## src/rtl/mdio_mgmt_pkg.sv

```systemverilog
package mdio_mgmt_pkg;

    typedef enum logic [2:0] {
        ST_IDLE,
        ST_PREAMBLE,
        ST_HEADER,
        ST_TURN,
        ST_DATA
    } mgmt_state_e;

    localparam logic [2:0] HOST_ADDR_LO = 3'd0;
    localparam logic [2:0] HOST_ADDR_HI = 3'd1;
    localparam logic [2:0] HOST_CMD     = 3'd2;
    localparam logic [2:0] HOST_STATUS  = 3'd3;
    localparam logic [2:0] HOST_WD_LO   = 3'd4;
    localparam logic [2:0] HOST_WD_HI   = 3'd5;
    localparam logic [2:0] HOST_RD_LO   = 3'd6;
    localparam logic [2:0] HOST_RD_HI   = 3'd7;

    localparam logic [1:0] SOF_BITS = 2'b01;
    localparam logic [1:0] OP_RD    = 2'b10;
    localparam logic [1:0] OP_WR    = 2'b01;
    localparam logic [1:0] TA_DRIVE = 2'b10;
    localparam logic [1:0] TA_FREE  = 2'b11;

endpackage

```

## src/rtl/mdio_clk_div.sv

```systemverilog
module mdio_clk_div #(
    parameter int HALF_DIV = 20
) (
    input  logic clk,
    input  logic rst_n,
    input  logic run,
    output logic mdc,
    output logic bit_rise,
    output logic bit_fall
);
    localparam int CNT_W = $clog2(HALF_DIV + 1);
    localparam logic [CNT_W-1:0] CNT_LAST = CNT_W'(HALF_DIV - 1);

    logic [CNT_W-1:0] cnt_q;
    logic             wrap;

    assign wrap     = run && (cnt_q == CNT_LAST);
    assign bit_rise = wrap && !mdc;
    assign bit_fall = wrap && mdc;

    always_ff @(posedge clk) begin
        if (!rst_n || !run) begin
            cnt_q <= '0;
            mdc   <= 1'b0;
        end else if (wrap) begin
            cnt_q <= '0;
            mdc   <= ~mdc;
        end else begin
            cnt_q <= cnt_q + 1'b1;
        end
    end
endmodule

```

## src/rtl/mdio_frame_engine.sv

```systemverilog
module mdio_frame_engine
    import mdio_mgmt_pkg::*;
#(
    parameter int PRE_BITS = 32,
    parameter int PA_W     = 5,
    parameter int RA_W     = 5,
    parameter int DATA_W   = 16
) (
    input  logic              clk,
    input  logic              rst_n,
    input  logic              start,
    input  logic              start_write,
    input  logic              scan_en,
    input  logic [PA_W-1:0]   phy_addr,
    input  logic [RA_W-1:0]   reg_addr,
    input  logic [DATA_W-1:0] wr_data,
    input  logic              bit_rise,
    input  logic              bit_fall,
    input  logic              mdio_i,
    output logic              busy,
    output logic              mdio_o,
    output logic              mdio_oe,
    output logic              rd_done,
    output logic [DATA_W-1:0] rd_word
);
    localparam int FRAME_BITS = PRE_BITS + 6 + PA_W + RA_W + DATA_W;
    localparam int IDX_W      = $clog2(FRAME_BITS);
    localparam int TA_FIRST   = PRE_BITS + 4 + PA_W + RA_W;
    localparam int DATA_FIRST = TA_FIRST + 2;
    localparam logic [IDX_W-1:0] PRE_LAST  = IDX_W'(PRE_BITS - 1);
    localparam logic [IDX_W-1:0] HDR_LAST  = IDX_W'(TA_FIRST - 1);
    localparam logic [IDX_W-1:0] TURN_LAST = IDX_W'(DATA_FIRST - 1);
    localparam logic [IDX_W-1:0] LAST_IDX  = IDX_W'(FRAME_BITS - 1);

    function automatic logic [FRAME_BITS-1:0] build_frame(
        input logic              wr,
        input logic [PA_W-1:0]   pa,
        input logic [RA_W-1:0]   ra,
        input logic [DATA_W-1:0] d
    );
        return {{PRE_BITS{1'b1}}, SOF_BITS, (wr ? OP_WR : OP_RD), pa, ra,
                (wr ? TA_DRIVE : TA_FREE), (wr ? d : {DATA_W{1'b1}})};
    endfunction

    mgmt_state_e             state_q, state_d;
    logic [IDX_W-1:0]        idx_q;
    logic [FRAME_BITS-1:0]   sr_q;
    logic                    wr_q;
    logic [PA_W-1:0]         pa_q;
    logic [RA_W-1:0]         ra_q;
    logic [DATA_W-1:0]       rx_q;
    logic                    frame_end;
    logic                    again;

    assign frame_end = bit_fall && (idx_q == LAST_IDX);
    assign again     = scan_en && !wr_q;

    // next-state logic
    always_comb begin
        state_d = state_q;
        unique case (state_q)
            ST_IDLE:     if (start) state_d = ST_PREAMBLE;
            ST_PREAMBLE: if (bit_fall && idx_q == PRE_LAST) state_d = ST_HEADER;
            ST_HEADER:   if (bit_fall && idx_q == HDR_LAST) state_d = ST_TURN;
            ST_TURN:     if (bit_fall && idx_q == TURN_LAST) state_d = ST_DATA;
            ST_DATA:     if (frame_end) state_d = again ? ST_PREAMBLE : ST_IDLE;
            default:     state_d = ST_IDLE;
        endcase
    end

    // state register
    always_ff @(posedge clk) begin
        if (!rst_n) state_q <= ST_IDLE;
        else        state_q <= state_d;
    end

    // frame datapath
    always_ff @(posedge clk) begin
        if (!rst_n) begin
            idx_q <= '0;
            sr_q  <= '0;
            wr_q  <= 1'b0;
            pa_q  <= '0;
            ra_q  <= '0;
            rx_q  <= '0;
        end else if (state_q == ST_IDLE) begin
            if (start) begin
                sr_q  <= build_frame(start_write, phy_addr, reg_addr, wr_data);
                idx_q <= '0;
                wr_q  <= start_write;
                pa_q  <= phy_addr;
                ra_q  <= reg_addr;
            end
        end else begin
            if (bit_rise && state_q == ST_DATA && !wr_q)
                rx_q <= {rx_q[DATA_W-2:0], mdio_i};
            if (frame_end) begin
                idx_q <= '0;
                if (again) sr_q <= build_frame(1'b0, pa_q, ra_q, '0);
            end else if (bit_fall) begin
                idx_q <= idx_q + 1'b1;
                sr_q  <= {sr_q[FRAME_BITS-2:0], 1'b0};
            end
        end
    end

    // outputs
    always_comb begin
        busy    = 1'b1;
        mdio_oe = 1'b0;
        unique case (state_q)
            ST_IDLE:                busy = 1'b0;
            ST_PREAMBLE, ST_HEADER: mdio_oe = 1'b1;
            ST_TURN, ST_DATA:       mdio_oe = wr_q;
            default:                busy = 1'b0;
        endcase
        mdio_o  = sr_q[FRAME_BITS-1];
        rd_done = (state_q == ST_DATA) && frame_end && !wr_q;
        rd_word = rx_q;
    end
endmodule

```

## src/rtl/mdio_mgmt_master.sv

```systemverilog
module mdio_mgmt_master
    import mdio_mgmt_pkg::*;
#(
    parameter int HALF_DIV = 20,
    parameter int PHY_ADDR = 1,
    parameter int PRE_BITS = 32,
    parameter int HOST_W   = 8,
    parameter int PA_W     = 5,
    parameter int RA_W     = 5
) (
    input  logic       clk,
    input  logic       rst_n,
    input  logic [2:0] host_addr,
    input  logic       host_we,
    input  logic [7:0] host_wdata,
    output logic [7:0] host_rdata,
    output logic       mdc,
    output logic       mdio_o,
    output logic       mdio_oe,
    input  logic       mdio_i
);
    localparam int DATA_W     = 2 * HOST_W;
    localparam int FRAME_BITS = PRE_BITS + 6 + PA_W + RA_W + DATA_W;

    logic [RA_W-1:0]   ra_q;
    logic              rsv_q;
    logic              cmd_rd;
    logic              cmd_scan;
    logic [DATA_W-1:0] wd_q;
    logic [DATA_W-1:0] rd_q;
    logic              busy;
    logic              start_rd, start_wr;
    logic              bit_rise, bit_fall;
    logic              rd_done;
    logic [DATA_W-1:0] rd_word;
    logic [HOST_W-1:0] wd_hi;

    assign wd_hi    = wd_q[DATA_W-1:HOST_W];
    assign start_rd = host_we && !busy && (host_addr == HOST_CMD) &&
                      ((host_wdata[0] && !cmd_rd) || (host_wdata[1] && !cmd_scan));
    assign start_wr = host_we && !busy && (host_addr == HOST_WD_HI);

    always_ff @(posedge clk) begin
        if (!rst_n) begin
            ra_q     <= '0;
            rsv_q    <= 1'b0;
            cmd_rd   <= 1'b0;
            cmd_scan <= 1'b0;
            wd_q     <= '0;
            rd_q     <= '0;
        end else begin
            if (host_we) begin
                case (host_addr)
                    HOST_ADDR_LO: ra_q  <= host_wdata[RA_W-1:0];
                    HOST_ADDR_HI: rsv_q <= host_wdata[0];
                    HOST_CMD: begin
                        cmd_rd   <= host_wdata[0] && (cmd_rd || !busy);
                        cmd_scan <= host_wdata[1] && (cmd_scan || !busy);
                    end
                    HOST_WD_LO: if (!busy) wd_q[HOST_W-1:0] <= host_wdata;
                    HOST_WD_HI: if (!busy) wd_q[DATA_W-1:HOST_W] <= host_wdata;
                    default: ;
                endcase
            end
            if (rd_done) rd_q <= rd_word;
        end
    end

    always_comb begin
        case (host_addr)
            HOST_ADDR_LO: host_rdata = HOST_W'(ra_q);
            HOST_ADDR_HI: host_rdata = {{(HOST_W-1){1'b0}}, rsv_q};
            HOST_CMD:     host_rdata = {{(HOST_W-2){1'b0}}, cmd_scan, cmd_rd};
            HOST_STATUS:  host_rdata = {{(HOST_W-1){1'b0}}, busy};
            HOST_WD_LO:   host_rdata = wd_q[HOST_W-1:0];
            HOST_WD_HI:   host_rdata = wd_hi;
            HOST_RD_LO:   host_rdata = rd_q[HOST_W-1:0];
            default:      host_rdata = rd_q[DATA_W-1:HOST_W];
        endcase
    end

    mdio_clk_div #(.HALF_DIV(HALF_DIV)) u_div (
        .clk      (clk),
        .rst_n    (rst_n),
        .run      (busy),
        .mdc      (mdc),
        .bit_rise (bit_rise),
        .bit_fall (bit_fall)
    );

    mdio_frame_engine #(
        .PRE_BITS (PRE_BITS),
        .PA_W     (PA_W),
        .RA_W     (RA_W),
        .DATA_W   (DATA_W)
    ) u_eng (
        .clk         (clk),
        .rst_n       (rst_n),
        .start       (start_rd || start_wr),
        .start_write (start_wr),
        .scan_en     (cmd_scan),
        .phy_addr    (PA_W'(PHY_ADDR)),
        .reg_addr    (ra_q),
        .wr_data     ({host_wdata, wd_q[HOST_W-1:0]}),
        .bit_rise    (bit_rise),
        .bit_fall    (bit_fall),
        .mdio_i      (mdio_i),
        .busy        (busy),
        .mdio_o      (mdio_o),
        .mdio_oe     (mdio_oe),
        .rd_done     (rd_done),
        .rd_word     (rd_word)
    );
endmodule

```

## config.mk

```make
export PLATFORM = sky130hd
export DESIGN_NAME = mdio_mgmt_master
export DESIGN_NICKNAME = d
export VERILOG_FILES = /design/src/rtl/mdio_mgmt_pkg.sv /design/src/rtl/mdio_clk_div.sv /design/src/rtl/mdio_frame_engine.sv /design/src/rtl/mdio_mgmt_master.sv
export SDC_FILE = /design/constraint.sdc
export NUM_CORES = 1
export LEC_CHECK = 0
export BUFFER_PORTS_ARGS = -buffer_cell sky130_fd_sc_hd__buf_2
export CAP_MARGIN = 20
export CELL_PAD_IN_SITES_DETAIL_PLACEMENT = 0
export CELL_PAD_IN_SITES_GLOBAL_PLACEMENT = 1
export CORE_MARGIN = 10
export CORE_UTILIZATION = 48
export DETAILED_ROUTE_END_ITERATION = 7
export PLACE_DENSITY_LB_ADDON = 0.1
export REMOVE_ABC_BUFFERS = 1
export SETUP_SLACK_MARGIN = 0.15
export SYNTH_ARGS = -nofsm -noshare
export SYNTH_HDL_FRONTEND = slang
export SYNTH_HIERARCHICAL = 1
export SYNTH_SLANG_ARGS = --single-unit
```

## constraint.sdc

```tcl
create_clock -name clk -period 4.4 [get_ports clk]
set_input_delay 0.88 -clock clk [delete_from_list [all_inputs] [get_ports clk]]
set_output_delay 0.88 -clock clk [all_outputs]
set_load 0.02 [all_outputs]
```

==> impl_metrics.json, run 1 <==
{
  "cp_max_fo": 17,
  "synth.avg_cell_area_um2": 9.06,
  "post_drt_wl_per_cell_um": 17.2,
  "ios": 26,
  "crit_arrival_ns": 4.00,
  "worstPathRequired_ns": 4.73,
  "drive_above_1_share": 0.151,
  "cp_num_buf_inv": 2,
  "cts_tree": "done",
  "viasPerCell": 5.85,
  "die_area_um2": 18900,
  "ys.flop_type": "dfxtp_1",
  "vias": 5414,
  "clkTransAtPathRegs_ns": 0.06,
  "peakVddDrop_uv": 235,
  "final_area_um2": 7510,
  "post_cts_resized": 0,
  "htreeDepth": 4,
  "cts_hold_buf": 0,
  "clk_path_buf_depth": 2,
  "fp.dieH_um": 138,
  "grt_max_degree": 66,
  "finalWeightedCongestion": 0.785,
  "status": "completed",
  "cts.sinks": 146,
  "synth_top_cell_by_area": "dfxtp_1",
  "start_util": 0.496,
  "core_um2": 13400,
  "synth.yosys.seq_area_share": 0.440,
  "slew_headroom": 0.353,
  "max_stage_delay_ns": 0.69,
  "io_buffers": 25,
  "crit_path_start_kind": "register",
  "clkLatencyLatePin_ns": 0.43,
  "cts_made_buffers": 17,
  "post-route-drc-count": 0,
  "power_mw": 3.20,
  "placed_cells": 894,
  "critPathMostFrequentCell": "buf_4",
  "power.density_nw_per_um2": 427,
  "leakage_nw": 2.79,
  "instances_no_fill": 925,
  "synth_common_cells": "146 x dfxtp_1, 90 x a21oi_1, 57 x mux2i_1",
  "wirelength_um": 15900,
  "synth_top_area_frac": 0.440,
  "hold_viol": 0,
  "antenna_left": 0,
  "r2r_setup_slack_ns": 0.73,
  "holdPathEnd": "u_div/cnt_q[0]",
  "netlist_top_cells_area": "dfxtp_1 44%, mux2i_1 8.6%, a21oi_1 6.8%, nor2b_1 3.8%, nor4_1 3.2%",
  "synthCells": 733,
  "cts_root_buf": "clkbuf_16",
  "synth_edf_count": 0,
  "post-synth-top-count-cell": "dfxtp_1",
  "synth-seq-cells": 146,
  "n_fill_cell": 1242,
  "cp_slowest_cell": "or4b_1",
  "end_kind": "register",
  "r2r-end": "u_eng/sr_q[52]",
  "max_freq_ghz": 0.272,
  "grt_overflow": 0,
  "seq_power_share": 0.435,
  "period_share": 0.834,
  "tightestPinTransition_ns": 0.969,
  "setup_violations": 0,
  "grt_antenna_before_repair": 0,
  "cts_setup_buffers": 0,
  "p_clk_frac": 0.484,
  "p_sw_uw": 741,
  "hp-class": "reg -> reg",
  "layout_min_cycle_time_ns": 3.67,
  "dpl.hpwl_um": 9890,
  "rsz0062_at_grt": "no",
  "maxSlewViolCount": 0,
  "whs_path_depth": 1,
  "grt_pass1_wl_um": 26700,
  "yosysUniqueCellTypes": 67,
  "drtPass1Iterations": 5,
  "swShare": 0.231,
  "grt_pass1_vias": 5319,
  "final_nets": 755,
  "crit_family": "simple AND/OR/NAND/NOR gates",
  "finalClockSkew_ns": 0.0121,
  "p_int_mw": 2.46,
  "tns_ns": 0,
  "critPathKind": "reg -> reg",
  "drtIter0Drc": 419,
  "syn2layout_area_growth_pct": 13.1,
  "r2r_cells": 10,
  "grt_use_total": 0.175,
  "antenna_cells": 0,
  "rows": 42,
  "synth_warnings": 6,
  "hp-start": "u_div/cnt_q[0]",
  "die_x_um": 138,
  "maxCapViolCount": 0,
  "p_comb_frac": 0.081,
  "async_reset_ff_frac": 0,
  "fin_util": 0.560,
  "crit_chain": "nor2_1 > xnor2_1 > buf_4 > nor3_2 > a21o_1 > or4b_1 > nand2_1 > buf_4 > a21oi_1 > nor3_1",
  "dpl_cell_area_um2": 6870,
  "rr_startpoint": "u_eng/state_q[0]",
  "syn-cell-area_um2": 6640
}
[registers in the layout (all words and copies together), names as in the netlist]
| signal | cells |
|---|---|
| u_eng/sr_q | 64 |
| rd_q | 16 |
| u_eng/rd_word | 16 |
| wd_q | 16 |
| u_eng/idx_q | 6 |
| ra_q | 5 |
| u_div/cnt_q | 5 |
| u_eng/pa_q | 5 |
| u_eng/ra_q | 5 |
| u_eng/state_q | 3 |
| cmd_rd | 1 |
| cmd_scan | 1 |
| rsv_q | 1 |
| u_div/mdc | 1 |
| u_eng/wr_q | 1 |
[power groups by stage]
stage          clock [mW]  sequential [mW]  combinational [mW]
6_report             1.55             1.39               0.261
3_5_place_dp            0             1.42               0.261
2_1_floorplan           0             1.41               0.177
5_1_grt              1.65             1.40               0.291
3_3_place_gp            0             1.42               0.255
4_1_cts              1.58             1.39               0.261
[worst max-delay path by stage]
stage | from | to | slack [ns] | depth (start not counted)
6_report | u_eng/state_q[0] | u_eng/sr_q[52] | 0.73 | 10
5_1_grt | u_eng/state_q[0] | u_eng/sr_q[47] | 0.42 | 10
4_1_cts | u_eng/state_q[0] | u_eng/sr_q[54] | 0.74 | 10
3_5_place_dp | host_addr[0] | u_eng/sr_q[52] | 0.66 | 10
3_3_place_gp | host_addr[2] | u_eng/sr_q[31] | 0.79 | 10
2_1_floorplan | u_eng/state_q[2] | u_eng/sr_q[18] | -0.78 | 4
[cells in the final DEF (no fill, tap or decap), drive strengths merged, types with 2 or more instances in the layout]
| master | netlist | layout |
|---|---|---|
| a211oi | 11 | 11 |
| a21oi | 90 | 90 |
| a22oi | 3 | 3 |
| a311oi | 2 | 2 |
| a41oi | 3 | 3 |
| and2 | 4 | 4 |
| and3 | 6 | 6 |
| buf | 25 | 44 |
| bufinv | 0 | 4 |
| clkbuf | 42 | 22 |
| clkinv | 0 | 2 |
| clkinvlp | 0 | 3 |
| conb | 2 | 10 |
| dfxtp | 146 | 146 |
| ha | 3 | 3 |
| inv | 16 | 16 |
| mux2 | 4 | 4 |
| mux2i | 57 | 57 |
| mux4 | 3 | 3 |
| nand2 | 37 | 37 |
| nand2b | 3 | 3 |
| nand3 | 9 | 9 |
| nand3b | 4 | 4 |
| nand4 | 2 | 2 |
| nand4b | 3 | 3 |
| nor2 | 50 | 50 |
| nor2b | 40 | 40 |
| nor3 | 40 | 40 |
| nor3b | 17 | 17 |
| nor4 | 35 | 35 |
| o21ai | 15 | 15 |
| o221a | 17 | 17 |
| o22ai | 7 | 7 |
| o32ai | 10 | 10 |
| or3 | 2 | 2 |
| or4b | 2 | 2 |
| xnor2 | 3 | 3 |
| xor2 | 3 | 3 |
[worst register-to-register path, delay by kind of cell (launching register included)]
kind | cells | cell delay (ns)
flip-flops | 1 | 0.65
AND/OR/NAND/NOR | 5 | 1.85
AO/OA/AOI/OAI | 2 | 0.26
XOR/XNOR | 1 | 0.28
buffers and inverters | 2 | 0.53
[metal layers]
metal  routed length (um)  vias up  global-route usage
li1                     -     2676                   -
met1                 7370     2631               0.217
met2                 7730       84               0.287
met3                  483       23              0.0371
met4                  316        0              0.0714
met5                    0        -                   0
[kinds of logic after synthesis]
family / after synthesis / synth area share
AOI/OAI and AO/OA: 170 / 0.166
xor gates and xnor gates: 6 / 0.00792
adders and majority gates: 3 / 0.00565
buffers and inverters: 83 / 0.0560
DFF: 146 / 0.440
muxes: 64 / 0.103
other: 2 / 0.00113
and+or+nand+nor: 259 / 0.220
[stage by stage]
step / hold WS [ns] / setup WS, ns
global placement: 0.427 / 0.789
global route: 0.457 / 0.421
CTS: 0.444 / 0.741
floorplan: 0.418 / -0.777
finish: 0.439 / 0.730
detailed placement: 0.433 / 0.656
[final cells by class]
cell class / count / area, um^2 / share of cell area
Multi-Input combinational cell: 512 / 3400 / 0.453
Sequential cell: 146 / 2920 / 0.389
Clock buffer: 22 / 484 / 0.0645
Timing Repair Buffer: 44 / 268 / 0.0357
Tap cell: 176 / 220 / 0.0293
Clock inverter: 9 / 153 / 0.0203
Inverter: 16 / 60.1 / 0.00800
Note: power is estimated with default switching activity, not from simulation.
==> run 2, diff against run 1 <==
ABC_AREA = 1   (was unset)
CORE_UTILIZATION = 44   (was 48)
clock period = 3.4 ns   (was 4.4 ns; I/O delays follow)
==> impl_metrics.json, run 2 <==
{
  "clkTransAtPathRegs_ns": 0.06,
  "io_buffers": 25,
  "end_kind": "register",
  "synth.yosys.seq_area_share": 0.438,
  "peakVddDrop_uv": 417,
  "antenna_left": 0,
  "tightestPinTransition_ns": 1.01,
  "synth_common_cells": "252 x nand2_1, 230 x nor2_1, 146 x dfxtp_1",
  "drtPass1Iterations": 5,
  "max_stage_delay_ns": 0.43,
  "hp-class": "reg -> reg",
  "synth_warnings": 6,
  "yosysUniqueCellTypes": 30,
  "holdPathEnd": "u_div/cnt_q[0]",
  "grt_overflow": 0,
  "drive_above_1_share": 0.0923,
  "post-route-drc-count": 0,
  "cts.sinks": 146,
  "largest_reg_flops": 64,
  "crit_arrival_ns": 3.15,
  "hold_viol": 0,
  "die_area_um2": 20500,
  "core_um2": 14700,
  "finalWeightedCongestion": 0.855,
  "r2r_setup_slack_ns": 0.56,
  "ios": 26,
  "rsz0062_at_grt": "no",
  "whs_path_depth": 1,
  "largest_register": "u_eng/sr_q",
  "placed_cells": 1192,
  "hp-start": "u_div/cnt_q[0]",
  "antenna_cells": 0,
  "cts_made_buffers": 17,
  "viasPerCell": 4.83,
  "worstPathRequired_ns": 3.72,
  "finalClockSkew_ns": 0.00674,
  "grt_pass1_wl_um": 26900,
  "synth_edf_count": 0,
  "post-synth-top-count-cell": "nand2_1",
  "r2r_cells": 15,
  "synth_top_area_frac": 0.438,
  "grt_pass1_vias": 5476,
  "maxCapViolCount": 0,
  "cp_max_fo": 91,
  "syn2layout_area_growth_pct": 12.4,
  "final_nets": 1045,
  "start_util": 0.454,
  "fp.dieH_um": 143,
  "grt_max_degree": 92,
  "maxSlewViolCount": 0,
  "slew_headroom": 0.329,
  "synth_top_cell_by_area": "dfxtp_1",
  "synthCells": 1016,
  "ys.flop_type": "dfxtp_1",
  "drtIter0Drc": 377,
  "crit_chain": "nor3_1 > or2_2 > inv_1 > nand2_1 > inv_1 > nand2_1 > nor2_4 > inv_2 > nand2_1 > nand2_2 > nand2_2 > nand2_2 > buf_12 > nor3_1 > nor2_1",
  "critPathKind": "reg -> reg",
  "cts_hold_buf": 0,
  "grt_use_total": 0.161,
  "synth-seq-cells": 146,
  "dpl.hpwl_um": 10400,
  "rr_startpoint": "u_eng/state_q[2]",
  "leakage_nw": 3.43,
  "cts_root_buf": "clkbuf_16",
  "grt_antenna_before_repair": 0,
  "wirelength_um": 15700,
  "cp_slowest_cell": "dfxtp_1",
  "setup_violations": 0,
  "fin_util": 0.510,
  "tns_ns": 0,
  "syn-cell-area_um2": 6670,
  "post_drt_wl_per_cell_um": 12.8,
  "htreeDepth": 4,
  "layout_common_cells": "252 x nand2_1, 230 x nor2_1, 146 x dfxtp_1",
  "timing.hold.ws_ns": 0.446,
  "netlist_top_cells_area": "dfxtp_1 44%, nand2_1 14%, nor2_1 13%, o21ai_0 5.3%, inv_1 4.9%",
  "r2r-end": "u_eng/sr_q[30]",
  "period_share": 0.834,
  "async_reset_ff_frac": 0,
  "vias": 5907,
  "final_common_cell": "nand2_1",
  "status": "completed",
  "clkLatencyLatePin_ns": 0.43,
  "cts_tree": "done",
  "max_freq_ghz": 0.353,
  "instances_no_fill": 1224,
  "crit_path_start_kind": "register",
  "rows": 44,
  "clk_path_buf_depth": 2,
  "power.density_nw_per_um2": 636,
  "layout_min_cycle_time_ns": 2.84,
  "die_x_um": 143,
  "synth.avg_cell_area_um2": 6.57
}
-- run 2: cell count changes after synthesis, moves of 21 or more --
| cell | change |
|---|---|
| inv_1 | +72 |
| nor2b_1 | -40 |
| nand3_1 | +27 |
| clkbuf_1 | -21 |
| nor4_1 | -34 |
| nor2_1 | +182 |
| o21ai_0 | +57 |
| a21oi_1 | -58 |
| mux2i_1 | -57 |
| nand2_1 | +216 |
-- run 2: through the flow --
step	worst slack (ns)	power, mW	instance area, um^2
floorplan	-0.250	2.66	6470
global placement	0.443	2.96	6900
detailed placement	0.399	2.96	6900
CTS	0.384	4.82	7500
global route	0.172	5.06	7500
finish	0.564	4.77	7500
-- run 2: logic make-up (layout without fill, tap and decap cells) --
| group | Yosys count | after routing | share of synthesized area |
|---|---|---|---|
| AND/OR/NAND/NOR | 605 | 605 | 0.376 |
| flip-flops | 146 | 146 | 0.438 |
| buffers and inverters | 147 | 163 | 0.0897 |
| other | 2 | 10 | 0.00113 |
| XOR/XNOR | 5 | 5 | 0.00657 |
| adder cells (fa/ha/maj) | 3 | 3 | 0.00563 |
| AO/OA/AOI/OAI | 108 | 108 | 0.0823 |
-- run 2: layer usage --
metal / GRT usage / routed length, um / up-vias
li1: - / - / 3194
met1: 0.208 / 7730 / 2602
met2: 0.255 / 7080 / 91
met3: 0.0425 / 623 / 20
met4: 0.0570 / 271 / 0
met5: 0 / 0 / -
-- run 2: power breakdown --
group	switching (mW)	internal (mW)
Clock	0.752	1.11
Combinational	0.670	0.295
Sequential	0.0848	1.86
Total	1.51	3.26
-- run 2: how the worst max path moves through the flow --
stage	start	end	slack, ns	depth (start not counted)
after floorplan	u_eng/state_q[2]	u_eng/sr_q[10]	-0.25	16
after detailed placement	u_eng/state_q[2]	u_eng/sr_q[9]	0.40	16
after CTS	u_eng/state_q[2]	u_eng/sr_q[9]	0.38	16
after global placement	host_addr[0]	u_eng/sr_q[12]	0.44	13
final	u_eng/state_q[2]	u_eng/sr_q[30]	0.56	15
after global routing	u_eng/state_q[0]	u_eng/sr_q[16]	0.17	17
-- run 2: area by class of cell --
class	count	area [um^2]
Clock buffer	22	494
Timing Repair Buffer	34	208
Multi-Input combinational cell	731	3180
Clock inverter	10	98.8
Sequential cell	146	2920
Fill cell	1581	7200
Inverter	97	367
Tap cell	184	230
-- run 2: timing repair --
item | in CTS | in global routing
setup buffers | 0 | 0
setup endpoints to repair | 0 | 21
resized for setup | 0 | 3
-- run 2: critical path, delay by kind of cell (launching register included) --
kind / cells / cell delay, ns
and+or+nand+nor: 11 / 1.76
buffers and inverters: 4 / 0.52
DFF: 1 / 0.43
==> run 3, diff against run 2 <==
ABC_AREA = 0   (was 1)
CORE_UTILIZATION = 48   (was 44)
clock period = 2.7 ns   (was 3.4 ns; I/O delays follow)
==> impl_metrics.json, run 3 (synthesized netlist as in run 1, its figures left out) <==
{
  "status": "completed",
  "start_util": 0.496,
  "finalClockSkew_ns": 0.00779,
  "die_area_um2": 18900,
  "worstPathRequired_ns": 2.16,
  "r2r_cells": 11,
  "clkLatencyLatePin_ns": 0.42,
  "r2r_setup_slack_ns": 0.28,
  "clk_path_buf_depth": 2,
  "rr_startpoint": "u_eng/state_q[0]",
  "maxSlewViolCount": 0,
  "drive_above_1_share": 0.174,
  "finalWeightedCongestion": 0.816,
  "hold_viol": 0,
  "largest_register": "u_eng/sr_q",
  "post_drt_wl_per_cell_um": 18.1,
  "max_freq_ghz": 0.413,
  "final_common_cell": "dfxtp_1",
  "multiInputGateArea_um2": 3460,
  "largest_reg_flops": 64,
  "power.density_nw_per_um2": 651,
  "cts_made_buffers": 17,
  "grt_use_total": 0.179,
  "clkTransAtPathRegs_ns": 0.06,
  "leakage_nw": 2.89,
  "vias": 5629,
  "rsz0062_at_grt": "no",
  "antenna_cells": 0,
  "io_buffers": 25,
  "wirelength_um": 17000,
  "crit_arrival_ns": 1.88,
  "peakVddDrop_uv": 430,
  "htreeDepth": 4,
  "setup_violations": 0,
  "tightestPinTransition_ns": 0.800,
  "endpoint": "host_rdata[0]",
  "antenna_left": 0,
  "grt_pass1_wl_um": 27300,
  "layout_common_cells": "146 x dfxtp_1, 90 x a21oi_1, 56 x mux2i_1",
  "seqCellArea_um2": 2920,
  "critPathKind": "in -> out",
  "ios": 26,
  "grt_antenna_before_repair": 0,
  "drtIter0Drc": 472,
  "cts_root_buf": "clkbuf_16",
  "layout_min_cycle_time_ns": 2.42,
  "hp-class": "in -> reg",
  "instances_no_fill": 942,
  "final_nets": 774,
  "end_kind": "primary output",
  "period_share": 0.898,
  "n_fill_cell": 1183,
  "dpl.hpwl_um": 10200,
  "drtPass1Iterations": 5,
  "crit_path_start_kind": "input port",
  "grt_pass1_vias": 5343,
  "rows": 42,
  "maxCapViolCount": 0,
  "core_um2": 13400,
  "cts_tree": "done",
  "r2r-end": "u_eng/sr_q[4]",
  "fp.dieH_um": 138,
  "cts.sinks": 146,
  "timing.hold.ws_ns": 0.358,
  "die_x_um": 138,
  "cp_max_fo": 14,
  "grt_overflow": 0,
  "placed_cells": 907,
  "critPathLaunch": "host_addr[0]",
  "post-route-drc-count": 0,
  "grt_max_degree": 57,
  "syn2layout_area_growth_pct": 15.8,
  "viasPerCell": 5.98,
  "slew_headroom": 0.466
}
-- run 3: changes by cell type in the layout (fill, tap and decap cells not counted), moves of 40 or more --
cell,change
o21ai_0,-57
nor2b_1,+40
mux2i_1,+56
nand2_1,-217
a21oi_1,+58
nor2_1,-185
inv_1,-71
-- run 3: worst min path at each step --
stage / start / endpoint / cells after the start
after floorplan: u_div/cnt_q[0] / u_div/cnt_q[0] / 1
after global placement: u_div/cnt_q[0] / u_div/cnt_q[0] / 1
after detailed placement: u_div/cnt_q[0] / u_div/cnt_q[0] / 1
after CTS: mdio_i / u_eng/rd_word[0] / 3
after global routing: mdio_i / u_eng/rd_word[0] / 3
final: mdio_i / u_eng/rd_word[0] / 3
-- run 3: repair_timing --
action | 4_1_cts | 5_1_grt
hold buffers | 0 | 0
gates resized for setup | 0 | 11
cloned | 0 | 3
pin swaps | 1 | 4
setup endpoints to repair | 10 | 81
buffers inserted | 0 | 3
-- run 3: final cells by class --
cell class,instances,share of cell area
multi-input cells,514,0.450
flip-flops and latches,146,0.380
repair buffers,61,0.0618
clock buffers,23,0.0608
well taps,176,0.0286
clock inverters,6,0.0107
inverters,16,0.00781
-- run 3: stage by stage --
stage / TNS (ns) / cell area (um^2) / power [mW] / util / worst slack (ns)
4_1_cts: 0 / 7580 / 5.02 / 0.566 / 0.136
6_report: 0 / 7690 / 5.00 / 0.574 / 0.276
3_3_place_gp: 0 / 7030 / 2.76 / 0.525 / 0.0917
3_5_place_dp: 0 / 7030 / 2.77 / 0.525 / 0.0502
2_1_floorplan: -206.54 / 6360 / 2.59 / - / -2.48
5_1_grt: 0 / 7690 / 5.19 / 0.574 / 0.124
-- run 3: metal layers --
layer | GRT usage | wire length (um)
met2 | 0.290 | 8350
met1 | 0.229 | 7710
met3 | 0.0415 | 741
met4 | 0.0632 | 239
met5 | 0 | 0
-- run 3: where the power goes --
part           leakage, nW  total (mW)  internal (mW)  switching (mW)
combinational         1.43       0.481          0.184           0.297
sequential            1.18        2.26           2.22          0.0398
clock                0.269        2.26           1.39           0.871
total                 2.89        5.00           3.80            1.21
-- run 3: worst max-delay path: stages --
cell and delay, ns:
buf_2 0.11, buf_4 0.22, mux2_2 0.36, a221oi_1 0.29, o21ai_0 0.17, buf_2 0.19
